File: src/rtl/xpwm_pkg.sv
package xpwm_pkg;
    localparam int ACC_W = 32;
    typedef logic [ACC_W-1:0] acc_t;

    function automatic acc_t phase_step(input int res_bits);
        return acc_t'(32'h8000_0000) >> res_bits;
    endfunction
endpackage

File: src/rtl/xpwm_master.sv
module xpwm_master
    import xpwm_pkg::*;
#(
    parameter int RES_BITS = 12
) (
    input  logic clk,
    input  logic rst,
    output logic wave_o
);
    localparam acc_t STEP = phase_step(RES_BITS);

    typedef struct packed {
        acc_t acc;
    } mst_state_t;

    mst_state_t st_d, st_q;

    always_comb begin
        st_d = st_q;
        if (rst) st_d.acc = '0;
        else     st_d.acc = st_q.acc + STEP;
    end

    always_ff @(posedge clk) st_q <= st_d;

    assign wave_o = st_q.acc[ACC_W-1];
endmodule

File: src/rtl/xpwm_channel.sv
module xpwm_channel
    import xpwm_pkg::*;
#(
    parameter int RES_BITS = 12,
    parameter int VAL_W    = 16
) (
    input  logic             clk,
    input  logic             rst,
    input  logic             wr_i,
    input  logic [VAL_W-1:0] duty_i,
    input  logic             full_i,
    input  logic             master_i,
    output logic             pwm_o
);
    localparam acc_t STEP  = phase_step(RES_BITS);
    localparam int   SHIFT = 31 - RES_BITS;

    typedef struct packed {
        acc_t                acc;
        logic [RES_BITS-1:0] prev;
    } ch_state_t;

    ch_state_t st_d, st_q;
    logic [RES_BITS-1:0] val;
    acc_t delta;

    // Only the low RES_BITS bits carry duty; the rest are dropped.
    assign val = duty_i[RES_BITS-1:0];

    generate
        if (VAL_W > RES_BITS) begin : g_hi
            logic unused_hi_bits;
            assign unused_hi_bits = ^duty_i[VAL_W-1:RES_BITS];
        end
    endgenerate

    // Difference taken in full accumulator width so a negative step wraps correctly.
    assign delta = (acc_t'(val) - acc_t'(st_q.prev)) << SHIFT;

    always_comb begin
        st_d = st_q;
        if (rst) begin
            st_d.acc  = '0;
            st_d.prev = '0;
        end else if (wr_i) begin
            st_d.acc  = st_q.acc + STEP + delta;
            st_d.prev = val;
        end else begin
            st_d.acc  = st_q.acc + STEP;
        end
    end

    always_ff @(posedge clk) st_q <= st_d;

    assign pwm_o = full_i | (master_i ^ st_q.acc[ACC_W-1]);
endmodule

File: src/rtl/xpwm_top.sv
module xpwm_top #(
    parameter int NUM_CH   = 4,
    parameter int RES_BITS = 12,
    parameter int VAL_W    = 16
) (
    input  logic                    clk,
    input  logic                    rst,
    input  logic [NUM_CH*VAL_W-1:0] duty_i,
    input  logic [NUM_CH-1:0]       wr_i,
    input  logic [NUM_CH-1:0]       full_i,
    output logic [NUM_CH-1:0]       pwm_o,
    output logic                    master_o
);
    logic master_w;

    xpwm_master #(.RES_BITS(RES_BITS)) u_master (
        .clk    (clk),
        .rst    (rst),
        .wave_o (master_w)
    );

    generate
        for (genvar c = 0; c < NUM_CH; c++) begin : g_ch
            xpwm_channel #(.RES_BITS(RES_BITS), .VAL_W(VAL_W)) u_ch (
                .clk      (clk),
                .rst      (rst),
                .wr_i     (wr_i[c]),
                .duty_i   (duty_i[c*VAL_W +: VAL_W]),
                .full_i   (full_i[c]),
                .master_i (master_w),
                .pwm_o    (pwm_o[c])
            );
        end
    endgenerate

    assign master_o = master_w;
endmodule

File: config.mk
export PLATFORM = sky130hd
export DESIGN_NAME = xpwm_top
export DESIGN_NICKNAME = d
export VERILOG_FILES = /design/src/rtl/xpwm_pkg.sv /design/src/rtl/xpwm_master.sv /design/src/rtl/xpwm_channel.sv /design/src/rtl/xpwm_top.sv
export SDC_FILE = /design/constraint.sdc
export NUM_CORES = 1
export LEC_CHECK = 0
export BUFFER_PORTS_ARGS = -buffer_cell sky130_fd_sc_hd__clkbuf_2
export CAP_MARGIN = 30
export CORE_MARGIN = 8
export CORE_UTILIZATION = 60
export DETAILED_ROUTE_END_ITERATION = 10
export GPL_ROUTABILITY_DRIVEN = 0
export GPL_TIMING_DRIVEN = 0
export PLACE_DENSITY = 0.78
export REMOVE_ABC_BUFFERS = 1
export SLEW_MARGIN = 40
export SYNTH_ARGS = -nofsm -noshare
export SYNTH_HDL_FRONTEND = slang
export SYNTH_HIERARCHICAL = 1
export SYNTH_SLANG_ARGS = --single-unit
File: constraint.sdc
create_clock -name clk -period 3.7 [get_ports clk]
set_input_delay 0.185 -clock clk [delete_from_list [all_inputs] [get_ports clk]]
set_output_delay 0.185 -clock clk [all_outputs]
set_load 0.1 [all_outputs]
Word level (Yosys, flattened, before mapping):

Index checks and enable logic that the tools add are counted.

* bits in registers: 208
* latch bits: 0
* RAM bits: 0
* ROM bits: 0
* input port bits: 74
* output and inout bits: 5
* logic and storage cells: 34
* memories: 0

* $add $sub $neg: 13
* multipliers: 0
* divide/modulo/power cells: 0
* magnitude comparators: 0
* equality and inequality tests: 0
* shift operators: 0
* mux-type cells: 4
* bitwise gates (word level): 8
* reduce and logical (&&, ||, !) cells: 0

Operator list (count)
* 32-bit by 20-bit adder with 32-bit output (second input constant): 5
* 32-bit adder: 4
* 32-bit two-way mux: 4
* 12-bit by 12-bit subtractor with 13-bit output: 4
* 1-bit bitwise OR: 4
* 1-bit XOR: 4

Longest topological paths before layout:

Gate-level depths: netlist of the first run.

* depth in word-level cells: 3
* gate-level depth with buffers: 18

Modules after synthesis:

The synthesis of the first run kept the hierarchy.

Modules (own cells, without submodules)
* xpwm_channel at g_ch[1].u_ch ...: times used 2, cells an instance 263, area an instance 2124.5 um^2, sequential area each 500.5 um^2
* xpwm_channel at g_ch[3].u_ch: times used 1, cells an instance 282, area an instance 2227.1 um^2, sequential area each 500.5 um^2
* xpwm_channel at g_ch[0].u_ch: times used 1, cells an instance 273, area an instance 2172.1 um^2, sequential area each 500.5 um^2
* xpwm_master: times used 1, cells an instance 59, area an instance 556.8 um^2, sequential area each 260.2 um^2

Least setup slack after synthesis of the first run:

OpenSTA, ideal clock, no wires.

* path type: reg-to-reg
* start point: register g_ch[0].u_ch/st_q[1] (netlist name)
* end point: register g_ch[0].u_ch/st_q[43] (netlist name)
* setup time: 0.121 ns
* data arrival time: 3.140 ns
* slack: 0.439 ns
* stages on the path, launching flop included: 16
* path buffers: 0
* clock period less this slack: 3.261 ns
* path through: dfxtp_1 > inv_1 > ha_1 > nor2b_1 > o21a_1 > o21ai_0 > nand2b_1 > a211oi_1 > nor2_1 > ha_1 > a21o_1 > a21o_1 > a221oi_1 > o21ai_1 > mux2i_1 > mux2_2

* word-level cells in the longest chain between the ends: 3

Ends and longest elaborated chain
* start, declared: RTL line xpwm_channel.sv:23 `ch_state_t st_d, st_q;`
* start signal, assigned: RTL line xpwm_channel.sv:53 `always_ff @(posedge clk) st_q <= st_d;`
* 12-bit by 12-bit subtractor with 13-bit output: RTL line xpwm_channel.sv:38 `assign delta = (acc_t'(val) - acc_t'(st_q.prev)) << SHIFT;`
* 32-bit adder: RTL line xpwm_channel.sv:46 `st_d.acc = st_q.acc + STEP + delta;`
* 32-bit two-way mux: RTL line xpwm_channel.sv:45 `end else if (wr_i) begin`

Every way passes these cells.
A chain may end at the register's enable or synchronous reset.

Final worst setup path of the first run:

* start point: register g_ch[0].u_ch/st_q[0] (netlist name)
* end point: register g_ch[0].u_ch/st_q[43] (netlist name)

The elaborated chain is that of the path after synthesis.

==> results.md, run 1 <==
- Status: finished clean
- Hold WC Path Type: in2reg
- Clk_lat worst skew: 420 ps
- ANT nets after route: 0
- Cell accounting for the most synthesized area: dfxtp_1
- Drt wl/cell: between 10 and 15 um
- Worst-Margin Slew: 791.3 ps
- FF-to-FF setup slack: 230 ps
- DP Wirelength: ~14000 um
- Ports: 79
- Combinational power share: 46.0%
- Worst setup SP type: flip-flop
- Syn Area/Cell: 8.075 um^2
- FILL cells: about 1300
- CP arrival: 3780 ps
- Sw Ratio: 37.72%
- Final nets: 1375
- First-pass GRT wire length: 32520 um
- CTS tree: yes
- Crit path time final: 3470 ps
- Via density: around 5.6
- Cells after Synth: around 1100
- Root Buffer: clkbuf_16
- PnR Total Power: 5922 uW
- Async SR Flop Fraction: 0%
- Initial antenna violation count: 0
- FMAX: 288.2 MHz
- TNS Setup: 0 ps
- Top cell type's share of synthesized area: 24.58%
- Die Y: 139.9 um
- Initial Util: 61.00%
- Finish-stage setup viols: 0
- Tcrit/Tclk final: about 94%
- Max FO, Critical Path: 4
- DR vias: 7772
- Grt total ovfl: 0
- Number of port buffers: 62
- Final WL: 18830 um
- Clock network power share: 27.1%
- Clock sink total: around 110
- Switching pwr: 2233 uW
- Synthesis Warnings: 6
- Mapped cell area: just over 0.009 mm^2
- Maximum vdd drop: 0.0003561 V
- Post-synth EDFFs: 0
- Clock transition at the registers of the reported paths: 50 ps
- Clock Skews: 11.24 ps
- Slew headroom: 47.24%
- Antenna Cells: 0
- Setup slack at placement: 75.81 ps
- Largest net degree at the start of global routing: 89
- Drt pass-1 iters: 4
- Ys flop type: dfxtp_1
- Setup CP Type: reg2reg
- GRT Resource Usage Total: 19.58%
- H-tree depth: 4
- Share of cells above drive strength 1: 10.55%
- WP data required: 4010 ps
- Number of global-route vias before repair: 7412
- Post-route DRC: 0
- Pwr/cell area: between 500 and 600 mW/mm^2
- Max Slew Vio Count: 0
- Leak pwr: 0.004585 uW
- Chip Width: 139.9 um
- CP Capture Type: flip-flop
- Post-CTS Hold Buffers: 0
- Sequential share of the synthesized area: 24.58%
- Final Hold Fails: 0
- Cell Int Power: around 3700 uW
- Seq cells post-synth: 113
- Flop pwr share: 26.8%
- Setup ws final: ~230 ps
- Core area: between 0.015 and 0.02 mm^2
- Drt initial violations: 308
- Max-cap viol count: 0
- Die footprint: 0.01956 mm^2
- RSZ-0062 raised after global routing: no
- Number of buffers created by CTS: 17
- Rows: 45
- Worst-case clock buffer depth: 2
- Largest cells by area after synthesis: dfxtp_1, ha_1, xnor2_1
- Count of unique library cells instantiated by Yosys: 74
- Area Growth Syn to Fin: 11.58%
[synthesized netlist by cell type, types with 6 or more instances]
| cell type | n |
|---|---|
| o21bai_1 | 6 |
| ha_1 | 101 |
| o21ai_0 | 38 |
| a21o_1 | 21 |
| or3_1 | 11 |
| o21a_1 | 13 |
| dfxtp_1 | 113 |
| xnor2_1 | 68 |
| fa_1 | 8 |
| nor2_1 | 147 |
| nor2b_1 | 17 |
| nand2_1 | 68 |
| buf_2 | 8 |
| a211oi_1 | 19 |
| xor2_1 | 46 |
| o21ai_1 | 11 |
| clkbuf_1 | 20 |
| and3_1 | 10 |
| o31ai_1 | 9 |
| nand4_1 | 8 |
| mux2i_1 | 57 |
| a21oi_1 | 80 |
| nor3_1 | 13 |
| nand3_1 | 32 |
| inv_1 | 103 |
| nand2b_1 | 25 |
[logic make-up (layout without fill, tap and decap cells)]
| logic type | after synthesis | count (layout) | synth area share, % |
|---|---|---|---|
| flops | 113 | 113 | 24.58 |
| fa+ha+maj | 109 | 109 | 15.47 |
| simple gates | 359 | 359 | 18.76 |
| buf+inv | 136 | 200 | 5.831 |
| mux | 62 | 62 | 6.810 |
| xor+xnor | 115 | 115 | 11.02 |
| compound gates | 246 | 246 | 17.53 |
[placed cells by master (no fill, tap or decap), types with 37 or more instances in the layout]
cell	count
dfxtp_1	113
xnor2_1	68
a21oi_1	77
o21ai_0	37
ha_1	101
inv_1	103
nor2_1	147
nand2_1	68
clkbuf_2	61
mux2i_1	57
xor2_1	46
[final cells by class]
class / instances / area (um^2) / area share [%]
timing repair buffer: 65 / 361.6 / 3.521
sequential: 113 / 2262 / 22.02
multi-input combinational: 891 / 6441 / 62.71
tap: 188 / 235.2 / 2.290
clock inverter: 10 / 110.1 / 1.072
inverter: 104 / 390.4 / 3.801
clock buffer: 21 / 470.5 / 4.580
[metal layers]
metal / vias up / GRT usage, % / wire [um]
met5: - / 0 / 0
met4: 0 / 5.257 / 189
met3: 18 / 4.480 / 501
met2: 103 / 33.69 / 9088
met1: 3576 / 24.03 / 9054
li1: 4075 / - / -
[critical path, cell delays in order, from the launching register on]
cell,delay (ps)
dfxtp_1,320
ha_1,180
inv_1,60
fa_1,420
a211oi_1,330
o21a_1,230
nor2_1,60
nor2_1,140
o21ai_0,130
xor2_1,170
ha_1,360
inv_1,60
o21bai_1,150
a21oi_1,80
o21ai_1,100
mux2i_1,230
mux2_2,340
[registers in the layout (all words and copies together), names as in the netlist]
signal,cells
g_ch.u_ch/st_q,100
u_master/st_q,13
[stage by stage]
stage | cell area, um^2 | hold slack (ps) | utilization, % | instances
after floorplan | 9059 | 251.7 | - | 1108
after global placement | 9604 | 438.8 | 63.65 | 1358
after detailed placement | 9641 | 450.8 | 63.89 | 1359
after CTS | 10230 | 14.26 | 67.78 | 1390
after global routing | 10270 | 15.02 | 68.07 | 1392
final | 10270 | 23.25 | 68.07 | 1392
[power groups by stage]
stage	Sequential (uW)	Clock [uW]	Combinational, uW
global placement	1600	0	2570
floorplan	1580	0	2160
finish	1590	1610	2730
detailed placement	1610	0	2630
CTS	1590	1650	2680
global route	1620	1700	3060
[what timing repair did]
| item | CTS | global route |
|---|---|---|
| endpoints found under the setup margin | 1 | 4 |
| hold endpoints to repair | 0 | 0 |
| setup buffers | 0 | 2 |
| resized for setup | 1 | 8 |
| pin swaps | 0 | 4 |
[final timing paths]
check	from	end	cells past startpoint
setup / recovery	g_ch[0].u_ch/st_q[0]	g_ch[0].u_ch/st_q[43]	16
hold / removal	duty_i[24]	g_ch[1].u_ch/st_q[8]	3
setup reg to reg	g_ch[0].u_ch/st_q[0]	g_ch[0].u_ch/st_q[43]	16
hold reg to reg	u_master/st_q[19]	u_master/st_q[19]	1
No activity file was read; power rests on OpenSTA's default activity.
==> inputs of run 2 (changes only) <==
Settings changed: PLACE_DENSITY 0.78 to 0.86.
==> run 2 against run 1 <==
- hold slack improved by 6.8 ps
- clock power barely moved
- critical path depth fell by 1
- global-route usage fell by 0.64 points
- critical endpoint unchanged
==> results.md, run 2 (synthesis results as in run 1) <==
- Status: finished clean
- Worst reg2reg path startpoint: g_ch[0].u_ch/st_q[1]
- Worst reg2reg path depth: 15
- Hold WC Path Type: in2reg
- Worst setup SP type: flip-flop
- FF-to-FF setup slack: ~190 ps
- WP buf/inv: 1
- CP Capture Type: flip-flop
- Hold_ws: about 30 ps
- Area Growth Syn to Fin: 11.40%
- Share of cells above drive strength 1: a little over a tenth
- Via density: 5.608
- Final nets: around 1400
- Top Registers: g_ch.u_ch/st_q (100), u_master/st_q (13)
- Grt total ovfl: 0
- FILL cells: about 1200
- Root Buffer: clkbuf_16
- Die Y: 139.9 um
- Drt pass-1 iters: 5
- Drt initial violations: 308
- Initial Util: 61.00%
- Non-filler cells, final: ~1400
- Hold Path Sink: g_ch[2].u_ch/st_q[4]
- Number of buffers created by CTS: 17
- Worst hold path cell count: 3
- Biggest register: g_ch.u_ch/st_q
- Slew headroom: 46.34%
- Die footprint: 0.01956 mm^2
- Max FO, Critical Path: 6
- Tcrit/Tclk final: 94.87%
- Largest net degree at the start of global routing: 92
- RSZ-0062 raised after global routing: no
- Commonest non-fill, non-tap cell in the layout: nor2_1
- Rows: 45
- Number of global-route vias before repair: ~7400
- Worst path cell trace: inv_1, ha_1, nor2b_1, o21a_1, o21ai_0, nand2b_1, a211oi_2, nor2_1, ha_1, a21o_1, a21o_1, a221oi_4, o21ai_1, mux2i_1, mux2_2
- Clk_lat worst skew: between 400 and 500 ps
- Cell Int Power: 3661 uW
- Final Hold Fails: 0
- CTS tree: yes
- Chip Width: 139.9 um
- Worst-case clock buffer depth: 2
- Crit path time final: 3510 ps
- Clock sink total: ~110
- WP data required: around 4000 ps
- Switching pwr: 2216 uW
- Setup CP Type: reg2reg
- GRT Resource Usage Total: 18.94%
- Flop pwr share: 27.0%
- Sw Ratio: 37.70%
- DP Wirelength: 13380 um
- Reg-to-reg endpoint: g_ch[0].u_ch/st_q[43]
- First-pass GRT wire length: about 32000 um
- DR vias: 7801
- Setup repair bufs after CTS: 0
- Finish-stage setup viols: 0
- Finished Cell Area: 0.01025 mm^2
- FMAX: approximately 280 MHz
- Clock Skews: 6.572 ps
- Worst-Margin Slew: 805.0 ps
- H-tree depth: 4
- Antenna Cells: 0
- Initial antenna violation count: 0
- Number of port buffers: 62
- Cell count along the critical path: 15
- Worst hold start: duty_i[36]
- Worst path slowest cell: ha_1
- Commonest cells after routing, fill and taps aside: nor2_1, dfxtp_1, inv_1
- Clock transition at the registers of the reported paths: 50 ps
- Pwr/cell area: between 500 and 600 mW/mm^2
- Drt wl/cell: between 10 and 15 um
- # placed instances: 1359
- TNS Setup: 0 ps
- CP peak stage delay: approximately 380 ps
- Final WL: ~18000 um
- Clock network power share: 27.0%
- Maximum vdd drop: 0.0003624 V
- Post-route DRC: 0
- Leak pwr: roughly 0.0046 uW
- Combinational power share: between 40% and 50%
- Post-CTS sizing: 0
- ANT nets after route: 0
- Max-cap viol count: 0
- Core area: 0.01509 mm^2
- Ports: 79
- Max Slew Vio Count: 0
- Delay-heaviest family, CP: compound AO/OA/AOI/OAI gates
- Placed cell areas: ~0.0096 mm^2
- Post-CTS Hold Buffers: 0
- CP arrival: 3810 ps
- Number of flip-flops in the largest register: 100
==> run 2: changes by cell type in the layout (fill, tap and decap cells not counted), sizes merged <==
cell	before	now
buf	3	1
clkinv	5	7
clkinvlp	4	3
==> run 2: area by class of cell <==
cell class	count	area, um^2	share of cell area, %
clock buffers	21	460.4	4.490
repair buffers	63	346.6	3.380
flip-flops and latches	113	2262	22.06
multi-input cells	891	6447	62.87
well taps	188	235.2	2.294
inverters	104	390.4	3.807
clock inverters	11	112.6	1.098
==> run 2: worst register-to-register path: cells and delay by family (launching register included) <==
family,cells,cell delay [ps]
AND/OR/NAND/NOR,3,300
buffers and inverters,1,70
multiplexers,2,520
AO/OA/AOI/OAI,7,1540
adder cells (fa/ha/maj),2,640
flip-flops,1,320
==> run 2: worst max-delay path by stage <==
stage | start | end | slack (ps)
after floorplan | g_ch[0].u_ch/st_q[1] | g_ch[0].u_ch/st_q[43] | 440
after global placement | duty_i[48] | g_ch[3].u_ch/st_q[43] | 150
after detailed placement | g_ch[0].u_ch/st_q[1] | g_ch[0].u_ch/st_q[43] | 160
after CTS | g_ch[0].u_ch/st_q[1] | g_ch[0].u_ch/st_q[43] | 30
after global routing | g_ch[0].u_ch/st_q[1] | g_ch[0].u_ch/st_q[43] | 3
final | g_ch[0].u_ch/st_q[1] | g_ch[0].u_ch/st_q[43] | 190
==> run 2: power by group through the flow <==
stage                     sequential [uW]  clock [uW]  combinational, uW
after floorplan                      1580           0               2160
after global placement               1600           0               2550
after detailed placement             1610           0               2610
after CTS                            1590        1630               2660
after global routing                 1620        1670               3040
final                                1590        1580               2710
==> run 2: metal layers <==
metal / share of wire, % / track usage (%) / vias to the layer above
li1: - / - / 4085
met1: 47 / 22.60 / 3573
met2: 49 / 33.08 / 116
met3: 2.7 / 3.694 / 27
met4: 1.8 / 6.857 / 0
met5: 0 / 0 / -
==> run 2: per-stage QoR <==
stage	total power, uW	setup slack [ps]	utilization [%]
2_1_floorplan	3741	438.8	-
3_3_place_gp	4149	152.7	63.65
3_5_place_dp	4225	155.4	63.89
4_1_cts	5878	29.12	67.69
5_1_grt	6331	3.398	67.96
6_report	5877	190.0	67.96
==> inputs of run 3 (changes only) <==
Settings changed: CORE_UTILIZATION 60 to 57, CTS_BUF_LIST set to sky130_fd_sc_hd__clkbuf_4 sky130_fd_sc_hd__clkbuf_8.
Clock period 3.7 ns to 2.89 ns, I/O delays scaled along.
==> run 3 against run 2 <==
- the flow now finishes with violations (setup timing)
- first-iteration DRC count grew to 2.8 times the previous value
- design area rose by 16%
- die area increased by 4.7%
- critical path depth up 1
- non-clock buffer count is 120 higher
- clock power rose by 6%
- combinational power is 93% higher
- cell count up 11%
- power up 52%
- critical path type unchanged
- largest power group unchanged
==> results.md, run 3 (synthesis results as in run 1) <==
- Die footprint: 0.02047 mm^2
- Commonest cells after routing, fill and taps aside: nor2_1, dfxtp_1, inv_1
- CTS tree: yes
- DP Wirelength: 13950 um
- Setup CP Type: reg2reg
- Reg-to-reg endpoint: g_ch[3].u_ch/st_q[43]
- Final WL: 29410 um
- Pwr/cell area: 753.9 mW/mm^2
- Setup slack at placement: -713.6 ps
- Grt total ovfl: 0
- Largest net degree at the start of global routing: 76
- Max-cap viol count: 0
- Number of flip-flops in the largest register: 100
- Initial antenna violation count: 0
- Tcrit/Tclk final: 118.9%
- CP Capture Type: flip-flop
- Hold WC Path Type: in2reg
- DR vias: 9475
- Clock sink total: 113
- Biggest register: g_ch.u_ch/st_q
- Worst path cell trace: inv_1, ha_1, o21ai_1, a21boi_1, o21ai_2, a21oi_2, or4b_1, nand3_2, ha_4, a21o_1, a21oi_2, nand2_1, o21ai_1, xnor2_1, nand3_1, nor3b_2
- Clock transition at the registers of the reported paths: roughly 70 ps
- Number of buffers created by CTS: 17
- FMAX: ~290 MHz
- Via density: 6.157
- Placed cell areas: 0.009676 mm^2
- Ports: 79
- Crit path launch: g_ch[3].u_ch/st_q[2]
- Maximum vdd drop: 0.0004386 V
- Final nets: 1493
- TNS Setup: -8262 ps
- Status: finished, violations left
- Commonest non-fill, non-tap cell in the layout: nor2_1
- Finish-stage setup viols: 26
- Number of port buffers: 62
- Die Y: 143.1 um
- Max FO, Critical Path: 5
- Clock Skews: 10.20 ps
- Crit path time final: 3435 ps
- First-pass GRT wire length: approximately 40000 um
- Final Hold Fails: 0
- Rows: 46
- Worst-case clock buffer depth: 2
- Worst-Margin Slew: 903.5 ps
- Worst setup SP type: flip-flop
- PnR Total Power: 8953 uW
- FF-to-FF setup slack: -550 ps
- Worst path slowest cell: or4b_1
- H-tree depth: 4
- Share of cells above drive strength 1: 24.87%
- Failing checks: setup timing
- Initial Util: between 50 and 60%
- Max Slew Vio Count: 0
- Post-route DRC: 0
- Drt pass-1 iters: 5
- Leak pwr: 0.005239 uW
- Top Registers: g_ch.u_ch/st_q (100), u_master/st_q (13)
- CP peak stage delay: 530 ps
- Drt initial violations: 864
- Hold_ws: 43.30 ps
- Area Growth Syn to Fin: 29.01%
- GRT Resource Usage Total: a little under a quarter
- Core area: 0.01583 mm^2
- Root Buffer: clkbuf_8
- RSZ-0062 raised after global routing: yes
- Worst reg2reg path startpoint: g_ch[3].u_ch/st_q[2]
- ANT nets after route: 0
- FILL cells: between 900 and 1000
- Drt wl/cell: 19.11 um
- Setup ws final: -545.1 ps
- CP arrival: 3770 ps
- Finished Cell Area: 0.01188 mm^2
- WP data required: 3220 ps
- Number of global-route vias before repair: 8720
- Antenna Cells: 0
- Chip Width: 143.1 um
- Slew headroom: 39.76%
- Worst setup path endpoint: g_ch[3].u_ch/st_q[43]
- Worst reg2reg path depth: 16
- Clk_lat worst skew: 460 ps
run 3: worst min path at each step:
stage                from                    to  cells after the start
2_1_floorplan         rst     u_master/st_q[19]                      1
3_3_place_gp   duty_i[32]  g_ch[2].u_ch/st_q[0]                      3
4_1_cts        duty_i[17]  g_ch[1].u_ch/st_q[1]                      3
3_5_place_dp    duty_i[2]  g_ch[0].u_ch/st_q[2]                      3
6_report       duty_i[49]  g_ch[3].u_ch/st_q[1]                      3
5_1_grt        duty_i[49]  g_ch[3].u_ch/st_q[1]                      3
run 3: worst max-delay path: cells and delay by family, from the launching register on:
family,cells,cell delay [ps]
AOI/OAI and AO/OA,7,1140
xor gates and xnor gates,1,170
DFF,1,350
adders and majority gates,2,580
and+or+nand+nor,5,1030
buffers and inverters,1,60
run 3: metal layers:
metal	vias up	GRT usage [%]	part of all wire [%]	wire length [um]
li1	4302	-	-	-
met1	4413	25.65	38	11220
met2	596	42.00	49	14370
met3	164	3.907	7.9	2318
met4	0	10.35	5.1	1504
met5	-	0	0	0
run 3: timing repair:
action | CTS | global route
hold endpoints to repair | 44 | 0
setup buffers | 38 | 45
gates resized for setup | 87 | 101
setup endpoints to repair | 24 | 28
pin swaps | 99 | 106
hold buffers | 44 | 0
run 3: where the power goes:
| group | switching (uW) | internal, uW |
|---|---|---|
| Clock | 699 | 984 |
| Sequential | 230 | 1820 |
| Combinational | 2840 | 2390 |
| Total | 3760 | 5190 |
run 3: layout make-up:
type                    instances  area (um^2)  share of cell area, %
inverters                     104        392.9                  3.308
clock inverters                11        161.4                  1.359
repair buffers                183         1384                  11.65
flip-flops and latches        113         2271                  19.12
multi-input cells             891         7126                  60.00
well taps                     216        270.3                  2.276
clock buffers                  21        270.3                  2.276
run 3: through the flow:
stage / std cells / util (%)
finish: 1539 / 75.03
global route: 1539 / 75.03
CTS: 1500 / 70.64
detailed placement: 1387 / 61.13
global placement: 1386 / 60.90
floorplan: 1108 / -
